<file path="src/rtl/wdl_pkg.sv">
package wdl_pkg;
  localparam int PLEN_W = 3;

  typedef enum logic [3:0] {
    A_LOAD    = 4'd0,
    A_CTRL    = 4'd1,
    A_RESTART = 4'd2,
    A_SNAP    = 4'd3,
    A_COUNT   = 4'd4,
    A_RAW     = 4'd5,
    A_MASKED  = 4'd6,
    A_EOI     = 4'd7,
    A_STATUS  = 4'd8,
    A_LOCK    = 4'd9
  } wdl_addr_e;

  typedef struct packed {
    logic              dbl;
    logic              mask;
    logic [PLEN_W-1:0] plen;
    logic              rst_en;
    logic              en;
  } wdl_ctrl_t;
endpackage

</file>
<file path="src/rtl/wdl_regs.sv">
module wdl_regs
  import wdl_pkg::*;
#(
  parameter int          FIELD_W = 24,
  parameter int          RSV_W   = 8,
  parameter logic [31:0] KEY     = 32'h5A5A5A5A,
  localparam int         DATA_W  = FIELD_W + RSV_W
) (
  input  logic              clk,
  input  logic              rst_n,
  input  logic              bus_wr,
  input  logic              bus_rd,
  input  logic [3:0]        bus_addr,
  input  logic [DATA_W-1:0] bus_wdata,
  output logic [DATA_W-1:0] bus_rdata,
  input  logic [DATA_W-1:0] cnt,
  input  logic              pend,
  output wdl_ctrl_t         ctrl,
  output logic [DATA_W-1:0] reload,
  output logic              restart,
  output logic              eoi,
  output logic              unlocked
);
  logic [FIELD_W-1:0] field_q;
  wdl_ctrl_t          ctrl_q;
  logic               open_q;
  logic               req_q;
  logic               done_q;
  logic [DATA_W-1:0]  snap_q;
  wdl_addr_e          addr;
  logic               wr_cfg;

  assign addr   = wdl_addr_e'(bus_addr);
  assign wr_cfg = bus_wr && open_q;

  always_ff @(posedge clk) begin
    if (!rst_n) begin
      field_q <= '1;
      ctrl_q  <= '{dbl: 1'b0, mask: 1'b1, plen: '0, rst_en: 1'b0, en: 1'b0};
      open_q  <= 1'b0;
      req_q   <= 1'b0;
      done_q  <= 1'b0;
      snap_q  <= '0;
    end else begin
      if (bus_wr && addr == A_LOCK) begin
        if (bus_wdata == KEY) open_q <= 1'b1;
        else if (bus_wdata == '0) open_q <= 1'b0;
      end
      if (wr_cfg && addr == A_LOAD) field_q <= bus_wdata[DATA_W-1:RSV_W];
      if (wr_cfg && addr == A_CTRL)
        ctrl_q <= '{dbl: bus_wdata[7], mask: bus_wdata[6], plen: bus_wdata[5:3],
                    rst_en: bus_wdata[2], en: bus_wdata[0]};
      if (req_q) begin
        snap_q <= cnt;
        done_q <= 1'b1;
        req_q  <= 1'b0;
      end
      if (bus_wr && addr == A_SNAP && bus_wdata[0]) begin
        req_q  <= 1'b1;
        done_q <= 1'b0;
      end
    end
  end

  assign ctrl     = ctrl_q;
  assign reload   = {field_q, {RSV_W{1'b0}}};
  assign restart  = wr_cfg && addr == A_RESTART && bus_wdata[0];
  assign eoi      = bus_rd && addr == A_EOI;
  assign unlocked = open_q;

  always_comb begin
    bus_rdata = '0;
    case (addr)
      A_LOAD:   bus_rdata = reload;
      A_CTRL:   bus_rdata[7:0] = {ctrl_q.dbl, ctrl_q.mask, ctrl_q.plen, ctrl_q.rst_en, 1'b0, ctrl_q.en};
      A_SNAP:   bus_rdata[1:0] = {done_q, req_q};
      A_COUNT:  bus_rdata = snap_q;
      A_RAW:    bus_rdata[0] = pend;
      A_MASKED: bus_rdata[0] = pend && !ctrl_q.mask;
      A_STATUS: bus_rdata[0] = !req_q;
      A_LOCK:   bus_rdata[0] = open_q;
      default:  bus_rdata = '0;
    endcase
  end
endmodule

</file>
<file path="src/rtl/wdl_count.sv">
module wdl_count #(
  parameter int W = 32
) (
  input  logic         clk,
  input  logic         rst_n,
  input  logic         en,
  input  logic         restart,
  input  logic [W-1:0] reload,
  output logic [W-1:0] cnt,
  output logic         tmo
);
  logic [W-1:0] cnt_q;

  always_ff @(posedge clk) begin
    if (!rst_n)                  cnt_q <= '0;
    else if (!en || restart)     cnt_q <= reload;
    else if (cnt_q == '0)        cnt_q <= reload;
    else                         cnt_q <= cnt_q - 1'b1;
  end

  assign cnt = cnt_q;
  assign tmo = en && !restart && (cnt_q == '0);
endmodule

</file>
<file path="src/rtl/wdl_resp.sv">
module wdl_resp #(
  parameter int PLEN_W = 3,
  localparam int LEN_W = (1 << PLEN_W) + 1
) (
  input  logic              clk,
  input  logic              rst_n,
  input  logic              tmo,
  input  logic              eoi,
  input  logic              dbl,
  input  logic              rst_en,
  input  logic [PLEN_W-1:0] plen,
  output logic              pend,
  output logic              rst_out
);
  logic             pend_q;
  logic [LEN_W-1:0] left_q;
  logic             fire;

  assign fire = tmo && rst_en && (!dbl || pend_q);

  always_ff @(posedge clk) begin
    if (!rst_n) begin
      pend_q <= 1'b0;
      left_q <= '0;
    end else begin
      if (tmo)      pend_q <= 1'b1;
      else if (eoi) pend_q <= 1'b0;
      if (fire)                left_q <= LEN_W'(1) << ({1'b0, plen} + 1'b1);
      else if (left_q != '0)   left_q <= left_q - 1'b1;
    end
  end

  assign pend    = pend_q;
  assign rst_out = (left_q != '0);
endmodule

</file>
<file path="src/rtl/wdog_locked.sv">
module wdog_locked
  import wdl_pkg::*;
#(
  parameter int          FIELD_W = 24,
  parameter int          RSV_W   = 8,
  parameter logic [31:0] KEY     = 32'h5A5A5A5A,
  localparam int         DATA_W  = FIELD_W + RSV_W
) (
  input  logic              clk,
  input  logic              rst_n,
  input  logic              bus_wr,
  input  logic              bus_rd,
  input  logic [3:0]        bus_addr,
  input  logic [DATA_W-1:0] bus_wdata,
  output logic [DATA_W-1:0] bus_rdata,
  output logic              irq,
  output logic              rst_out
);
  wdl_ctrl_t         ctrl_q;
  logic [DATA_W-1:0] reload;
  logic [DATA_W-1:0] cnt;
  logic              restart;
  logic              eoi;
  logic              unlocked;
  logic              tmo;
  logic              pend;

  wdl_regs #(.FIELD_W(FIELD_W), .RSV_W(RSV_W), .KEY(KEY)) u_regs (
    .clk(clk), .rst_n(rst_n), .bus_wr(bus_wr), .bus_rd(bus_rd),
    .bus_addr(bus_addr), .bus_wdata(bus_wdata), .bus_rdata(bus_rdata),
    .cnt(cnt), .pend(pend), .ctrl(ctrl_q), .reload(reload),
    .restart(restart), .eoi(eoi), .unlocked(unlocked)
  );

  wdl_count #(.W(DATA_W)) u_count (
    .clk(clk), .rst_n(rst_n), .en(ctrl_q.en), .restart(restart),
    .reload(reload), .cnt(cnt), .tmo(tmo)
  );

  wdl_resp #(.PLEN_W(PLEN_W)) u_resp (
    .clk(clk), .rst_n(rst_n), .tmo(tmo), .eoi(eoi), .dbl(ctrl_q.dbl),
    .rst_en(ctrl_q.rst_en), .plen(ctrl_q.plen), .pend(pend), .rst_out(rst_out)
  );

  assign irq = pend && !ctrl_q.mask;
endmodule

</file>
<file path="config.mk">
export PLATFORM = sky130hd
export DESIGN_NAME = wdog_locked
export DESIGN_NICKNAME = d
export VERILOG_FILES = /design/src/rtl/wdl_pkg.sv /design/src/rtl/wdl_regs.sv /design/src/rtl/wdl_count.sv /design/src/rtl/wdl_resp.sv /design/src/rtl/wdog_locked.sv
export SDC_FILE = /design/constraint.sdc
export NUM_CORES = 1
export LEC_CHECK = 0
export BUFFER_PORTS_ARGS = -buffer_cell sky130_fd_sc_hd__buf_2
export CAP_MARGIN = 20
export CORE_MARGIN = 3
export CORE_UTILIZATION = 50
export CTS_BUF_LIST = sky130_fd_sc_hd__clkbuf_4
export CTS_CLUSTER_SIZE = 28
export DETAILED_ROUTE_END_ITERATION = 6
export MAX_ROUTING_LAYER = met4
export PLACE_DENSITY_LB_ADDON = 0.05
export RECOVER_POWER = 50
export SYNTH_ARGS = -nofsm -noshare
export SYNTH_HDL_FRONTEND = slang
export SYNTH_SLANG_ARGS = --single-unit
export TNS_END_PERCENT = 10
</file>
<file path="constraint.sdc">
create_clock -name clk -period 3.6 [get_ports clk]
set_input_delay 0.54 -clock clk [delete_from_list [all_inputs] [get_ports clk]]
set_output_delay 0.54 -clock clk [all_outputs]
set_load 0.1 [all_outputs]
</file>
==> results of run 1 <==
==> tightest hold or removal path, delay by kind of cell <==
kind / cells / cell delay [ns]
buffers and inverters: 1 / 0.09
AND/OR/NAND/NOR: 2 / 0.11
==> power groups by stage <==
| stage | Sequential (mW) | Combinational (mW) | Clock, mW |
|---|---|---|---|
| 6_report | 1.31 | 0.520 | 0.614 |
| 3_5_place_dp | 1.33 | 0.520 | 0 |
| 5_1_grt | 1.32 | 0.567 | 0.669 |
| 4_1_cts | 1.30 | 0.524 | 0.628 |
| 3_3_place_gp | 1.33 | 0.514 | 0 |
| 2_1_floorplan | 1.31 | 0.420 | 0 |
==> per-layer routing <==
layer	GRT usage	routed length [um]	vias to the layer above
met4	0.0676	282	0
met5	-	0	-
met3	0.0462	772	26
met2	0.413	6710	133
li1	-	-	2288
met1	0.335	6460	2254
==> logic make-up after synthesis <==
logic type | Yosys count | synth area share
mux | 40 | 0.0772
xor+xnor | 26 | 0.0439
simple gates | 270 | 0.272
compound gates | 106 | 0.147
buf+inv | 49 | 0.0386
fa+ha+maj | 2 | 0.00482
flops | 108 | 0.417
==> synthesized netlist by cell type, types with 3 or more instances <==
master    instances  share of area
a21oi_1          22          0.021
or4_1            12          0.017
clkbuf_1         31          0.022
a22o_1           30          0.051
nor2_1           75          0.054
buf_1             3         0.0022
xor2_1            3         0.0051
or3_1             4         0.0048
nor3_1            9         0.0087
nand4b_1          4         0.0068
o21ai_1           9         0.0087
mux2i_1          40          0.077
a31oi_1           4         0.0048
a211oi_1          4         0.0058
inv_1             6         0.0043
o21a_1            3         0.0043
and2_1            3         0.0036
nor3_2            5         0.0096
nor2b_1           3         0.0036
xnor2_1          23          0.039
nand2_1          67          0.048
buf_2             7         0.0068
nor4_1           17          0.021
o21ai_0          12          0.012
o41ai_1           3         0.0051
nand3_1          36          0.035
dfxtp_1         108           0.42
nand2b_1          3         0.0036
nand4_1           9          0.011
==> flip-flops by register name, indices dropped and copies added, names as in the netlist <==
name             flops
u_resp.left_q        9
u_resp.pend          1
u_count.cnt         32
u_regs.unlocked      1
u_regs.done_q        1
u_regs.field_q      24
u_regs.req_q         1
u_regs.snap_q       32
u_regs.ctrl          7
==> metrics by stage <==
stage	power, mW	utilization	area (um^2)
floorplan	1.73	-	5190
global placement	1.84	0.570	5650
detailed placement	1.85	0.570	5650
CTS	2.46	0.583	5780
global route	2.55	0.580	5750
finish	2.44	0.580	5750
==> final timing paths <==
| check | start | end | slack, ns |
|---|---|---|---|
| min reg2reg | u_regs.field_q[11] | u_count.cnt[19] | 0.49 |
| min | bus_wdata[18] | u_regs.field_q[10] | 0.29 |
| max reg2reg | u_count.cnt[0] | u_resp.left_q[2] | 1.03 |
| max | u_resp.left_q[0] | rst_out | 0.62 |
==> area by class of cell <==
| type | instances | share of cell area |
|---|---|---|
| well taps | 133 | 0.0289 |
| multi-input cells | 444 | 0.492 |
| clock inverters | 7 | 0.0113 |
| flip-flops and latches | 108 | 0.376 |
| repair buffers | 84 | 0.0757 |
| inverters | 7 | 0.00457 |
| clock buffers | 9 | 0.0118 |
==> impl_metrics.json, run 1 <==
{
  "std_cell_rows": 36,
  "syn_inst": 601,
  "hold_class": "in2reg",
  "layout_common_cells": "dfxtp_1 (108), nor2_1 (75), buf_2 (69)",
  "coreArea_mm2": 0.00991,
  "setup_viol": 0,
  "mappedNetlistArea_mm2": 0.00519,
  "power.density_mw_per_mm2": 424,
  "hold_viol": 0,
  "worst-endpoint-arrival_ns": 2.44,
  "root_buffer": "clkbuf_4",
  "cp_slowest_cell": "nor4b_1",
  "place_ws_ns": 0.792,
  "drt_pre_antenna_iters": 6,
  "critPathBufInv": 2,
  "cts_sinks": 108,
  "yosys_most_used_dff": "dfxtp_1",
  "worstSetupStartpointType": "flop",
  "worst_slack_ns": 0.617,
  "drive_gt1_frac": 0.168,
  "cts_tree": "yes",
  "cpPeakStageDelay_ns": 0.64,
  "vias": 4701,
  "leakage_nw": 2.27,
  "numCtsBuffers": 9,
  "rr_worst_depth": 7,
  "postRouteAntennaNets": 0,
  "start_util": 0.523,
  "violations": "capacitance limit, slew limit",
  "path_clk_slew_ns": 0.16,
  "tns_ns": 0,
  "nets": 696,
  "post_drt_wl_per_cell_um": 18.0,
  "swShare": 0.325,
  "avgSynthCellArea_um2": 8.63,
  "worstSkewPairLatency_ns": 0.47,
  "fin_worst_skew_ns": 0.0184,
  "worstPathCellList": "inv_1 -> ha_1 -> nor4b_1 -> nand2_1 -> buf_2",
  "cts_setup_buffers": 0,
  "cp_max_fo": 6,
  "critPathRequiredTime_ns": 3.06,
  "whs_ns": 0.289,
  "die_y_um": 108,
  "slew_headroom": -0.263,
  "cts_hold_buf": 0,
  "p_comb_frac": 0.213,
  "yosys_register_bits": 108,
  "synthArstFlopShare": 0,
  "grt_first_pass_wirelength_mm": 22.8,
  "power_frac_clock": 0.252,
  "worstHoldPathCells": 3,
  "critical_path_class": "reg2out",
  "routabilityCongestion": 0.906,
  "cts_resized": 0,
  "multiInputGateArea_mm2": 0.00283,
  "synth_warnings": 0,
  "nFillCells": 936,
  "final_common_cell": "dfxtp_1",
  "htree_levels": 3,
  "seqPwrFrac": 0.535,
  "cp-end-kind": "primary output",
  "power.internal_mw": 1.65,
  "port_buffers": 73,
  "die_area_mm2": 0.0116,
  "rsz0062_at_grt": "no",
  "synth_edf_count": 0,
  "drc": 0,
  "worst_pin_slew_ns": 1.89,
  "die_w_um": 108,
  "fin_crit_ns": 2.98,
  "ys_seq_area_frac": 0.417,
  "drv_slew": 56,
  "fin_cells": 792,
  "grt_overflow": 0,
  "grt_antenna_before_repair": 0,
  "synth_cell_types": 62,
  "avgViaCountPerCell": 5.94,
  "cp_num_cells": 5,
  "synthesis.nets": 643,
  "period_share": 0.829,
  "ios": 74,
  "num_antenna_cells": 0,
  "maxCapViolations": 1,
  "dp.cells": 776,
  "fmax_ghz": 0.335,
  "clock_path_buffers": 2,
  "drt_iter0_markers": 314,
  "globalRouteTotalUtil": 0.257,
  "regArea_mm2": 0.00216,
  "areaGrowthSynthToFinish_pct": 10.8,
  "grt_start_max_net_pins": 56,
  "path_delay_family": "simple AND/OR/NAND/NOR gates",
  "dpl.hpwl_mm": 9.61,
  "first_global_vias": 4481,
  "status": "finished with violations",
  "drt-total-wl_mm": 14.2,
  "irDropWorstVdd_v": 0.000352,
  "p_switching_mw": 0.794
}
Note: power is estimated with default switching activity, not from simulation.
==> run 2: changes to the inputs <==
clock period = 2.9 ns   (was 3.6 ns; I/O delays follow)
==> run 2 against run 1 <==
- clock power increased by 15%
- setup slack got worse by 0.46 ns
- first-iteration DRC count decreased by 7.0%
- via count increased by 1.0%
- final cell count increased by 0.88%
- hold slack got worse by 0.097 ns
- critical endpoint is now bus_rdata[0]
- critical path depth unchanged
- die area unchanged
- critical path type unchanged
- non-clock buffer count increased by 7
- the run still ends with capacitance limit, slew limit left
- sequential power increased by 24%
==> impl_metrics.json, run 2 (same netlist as run 1, synthesis figures left out) <==
{
  "dpl.hpwl_mm": 10.2,
  "worstSetupStartpointType": "flop",
  "nFillCells": 904,
  "ios": 74,
  "drt_pre_antenna_iters": 7,
  "drt_iter0_markers": 292,
  "grt_overflow": 0,
  "layout_common_cells": "dfxtp_1 (108), nor2_1 (75), nand2_1 (67)",
  "worst_pin_slew_ns": 1.85,
  "grt_antenna_before_repair": 0,
  "port_buffers": 73,
  "fin_worst_skew_ns": 0.0177,
  "rsz0062_at_grt": "no",
  "setup_viol": 0,
  "vias": 4750,
  "power_frac_clock": 0.233,
  "cts_setup_buffers": 0,
  "maxCapViolations": 1,
  "cp-end-kind": "primary output",
  "htree_levels": 3,
  "num_antenna_cells": 0,
  "worstHoldPathCells": 3,
  "areaGrowthSynthToFinish_pct": 20.0,
  "final_common_cell": "dfxtp_1",
  "fin_cells": 799,
  "nets": 703,
  "clock_path_buffers": 2,
  "fin_crit_ns": 2.75,
  "routabilityCongestion": 0.913,
  "multiInputGateArea_mm2": 0.00284,
  "rr_worst_depth": 5,
  "p_comb_frac": 0.230,
  "status": "finished with violations",
  "dp.cells": 783,
  "hold_class": "in2reg",
  "drive_gt1_frac": 0.179,
  "critPathRequiredTime_ns": 2.47,
  "post_drt_wl_per_cell_um": 18.1,
  "drt-total-wl_mm": 14.5,
  "numCtsBuffers": 9,
  "std_cell_rows": 36,
  "slew_headroom": -0.236,
  "first_global_vias": 4547,
  "worst-endpoint-arrival_ns": 2.31,
  "grt_first_pass_wirelength_mm": 23.6,
  "p_switching_mw": 1.01,
  "die_y_um": 108,
  "cts_tree": "yes",
  "power.internal_mw": 2.02,
  "period_share": 0.947,
  "irDropWorstVdd_v": 0.000435,
  "fmax_ghz": 0.364,
  "die_w_um": 108,
  "die_area_mm2": 0.0116,
  "swShare": 0.333,
  "cts_resized": 0,
  "root_buffer": "clkbuf_4",
  "globalRouteTotalUtil": 0.263,
  "cts_hold_buf": 0,
  "hold_viol": 0,
  "tns_ns": 0,
  "drc": 0,
  "worstSkewPairLatency_ns": 0.45,
  "drv_slew": 56,
  "violations": "capacitance limit, slew limit",
  "leakage_nw": 2.37,
  "grt_start_max_net_pins": 56,
  "postRouteAntennaNets": 0,
  "coreArea_mm2": 0.00991,
  "path_clk_slew_ns": 0.17,
  "power.density_mw_per_mm2": 486,
  "avgViaCountPerCell": 5.94,
  "regArea_mm2": 0.00216,
  "cp_max_fo": 18,
  "critical_path_class": "reg2out",
  "start_util": 0.523,
  "seqPwrFrac": 0.537,
  "cts_sinks": 108
}
run 2: changes by cell type in the layout (fill, tap and decap cells not counted), moves of 3 or more:
cell,previous run,this run
buf_2,69,38
clkinv_2,3,0
clkbuf_2,0,4
buf_12,0,28
buf_4,9,15
clkinv_4,0,3
run 2: cell type report:
type / count / share of cell area
multi-input combinational: 444 / 0.456
inverter: 7 / 0.00422
tap: 133 / 0.0267
sequential: 108 / 0.347
clock inverter: 6 / 0.00784
timing repair buffer: 91 / 0.145
clock buffer: 10 / 0.0121
run 2: final timing paths:
path,start,slack [ns],endpoint
setup / recovery,u_regs.req_q,0.15,bus_rdata[0]
hold / removal,bus_wdata[23],0.19,u_regs.field_q[15]
setup reg to reg,u_count.cnt[24],0.50,u_resp.left_q[3]
hold reg to reg,u_regs.field_q[12],0.49,u_count.cnt[20]
run 2: through the flow:
| stage | instance area [um^2] | power [mW] | worst slack (ns) | util | hold slack, ns |
|---|---|---|---|---|---|
| after floorplan | 5190 | 2.15 | 0.149 | - | 0.432 |
| after global placement | 6160 | 2.34 | 0.664 | 0.622 | 0.448 |
| after detailed placement | 6160 | 2.36 | 0.597 | 0.622 | 0.454 |
| after CTS | 6290 | 3.05 | 0.314 | 0.634 | 0.171 |
| after global routing | 6230 | 3.18 | 0.0543 | 0.628 | 0.155 |
| final | 6230 | 3.03 | 0.155 | 0.628 | 0.192 |
run 2: power groups by stage:
stage          clock network [mW]  logic [mW]  registers [mW]
6_report                    0.706       0.697            1.63
4_1_cts                     0.726       0.703            1.62
3_5_place_dp                    0       0.701            1.65
5_1_grt                     0.773       0.766            1.64
3_3_place_gp                    0       0.688            1.65
2_1_floorplan                   0       0.521            1.63
run 2: routing by layer:
metal	vias up	share of wire	GRT usage	routed length [um]
met1	2293	0.47	0.353	6740
li1	2295	-	-	-
met3	19	0.055	0.0336	802
met2	143	0.46	0.422	6720
met4	0	0.015	0.0685	215
met5	-	0	-	0
run 2: critical path, cell delays in order, from the launching register on:
cell and delay (ns):
dfxtp_1 1.09, inv_1 0.08, o21ai_0 0.26, a32oi_1 0.10
o311ai_2 0.12, buf_12 0.22
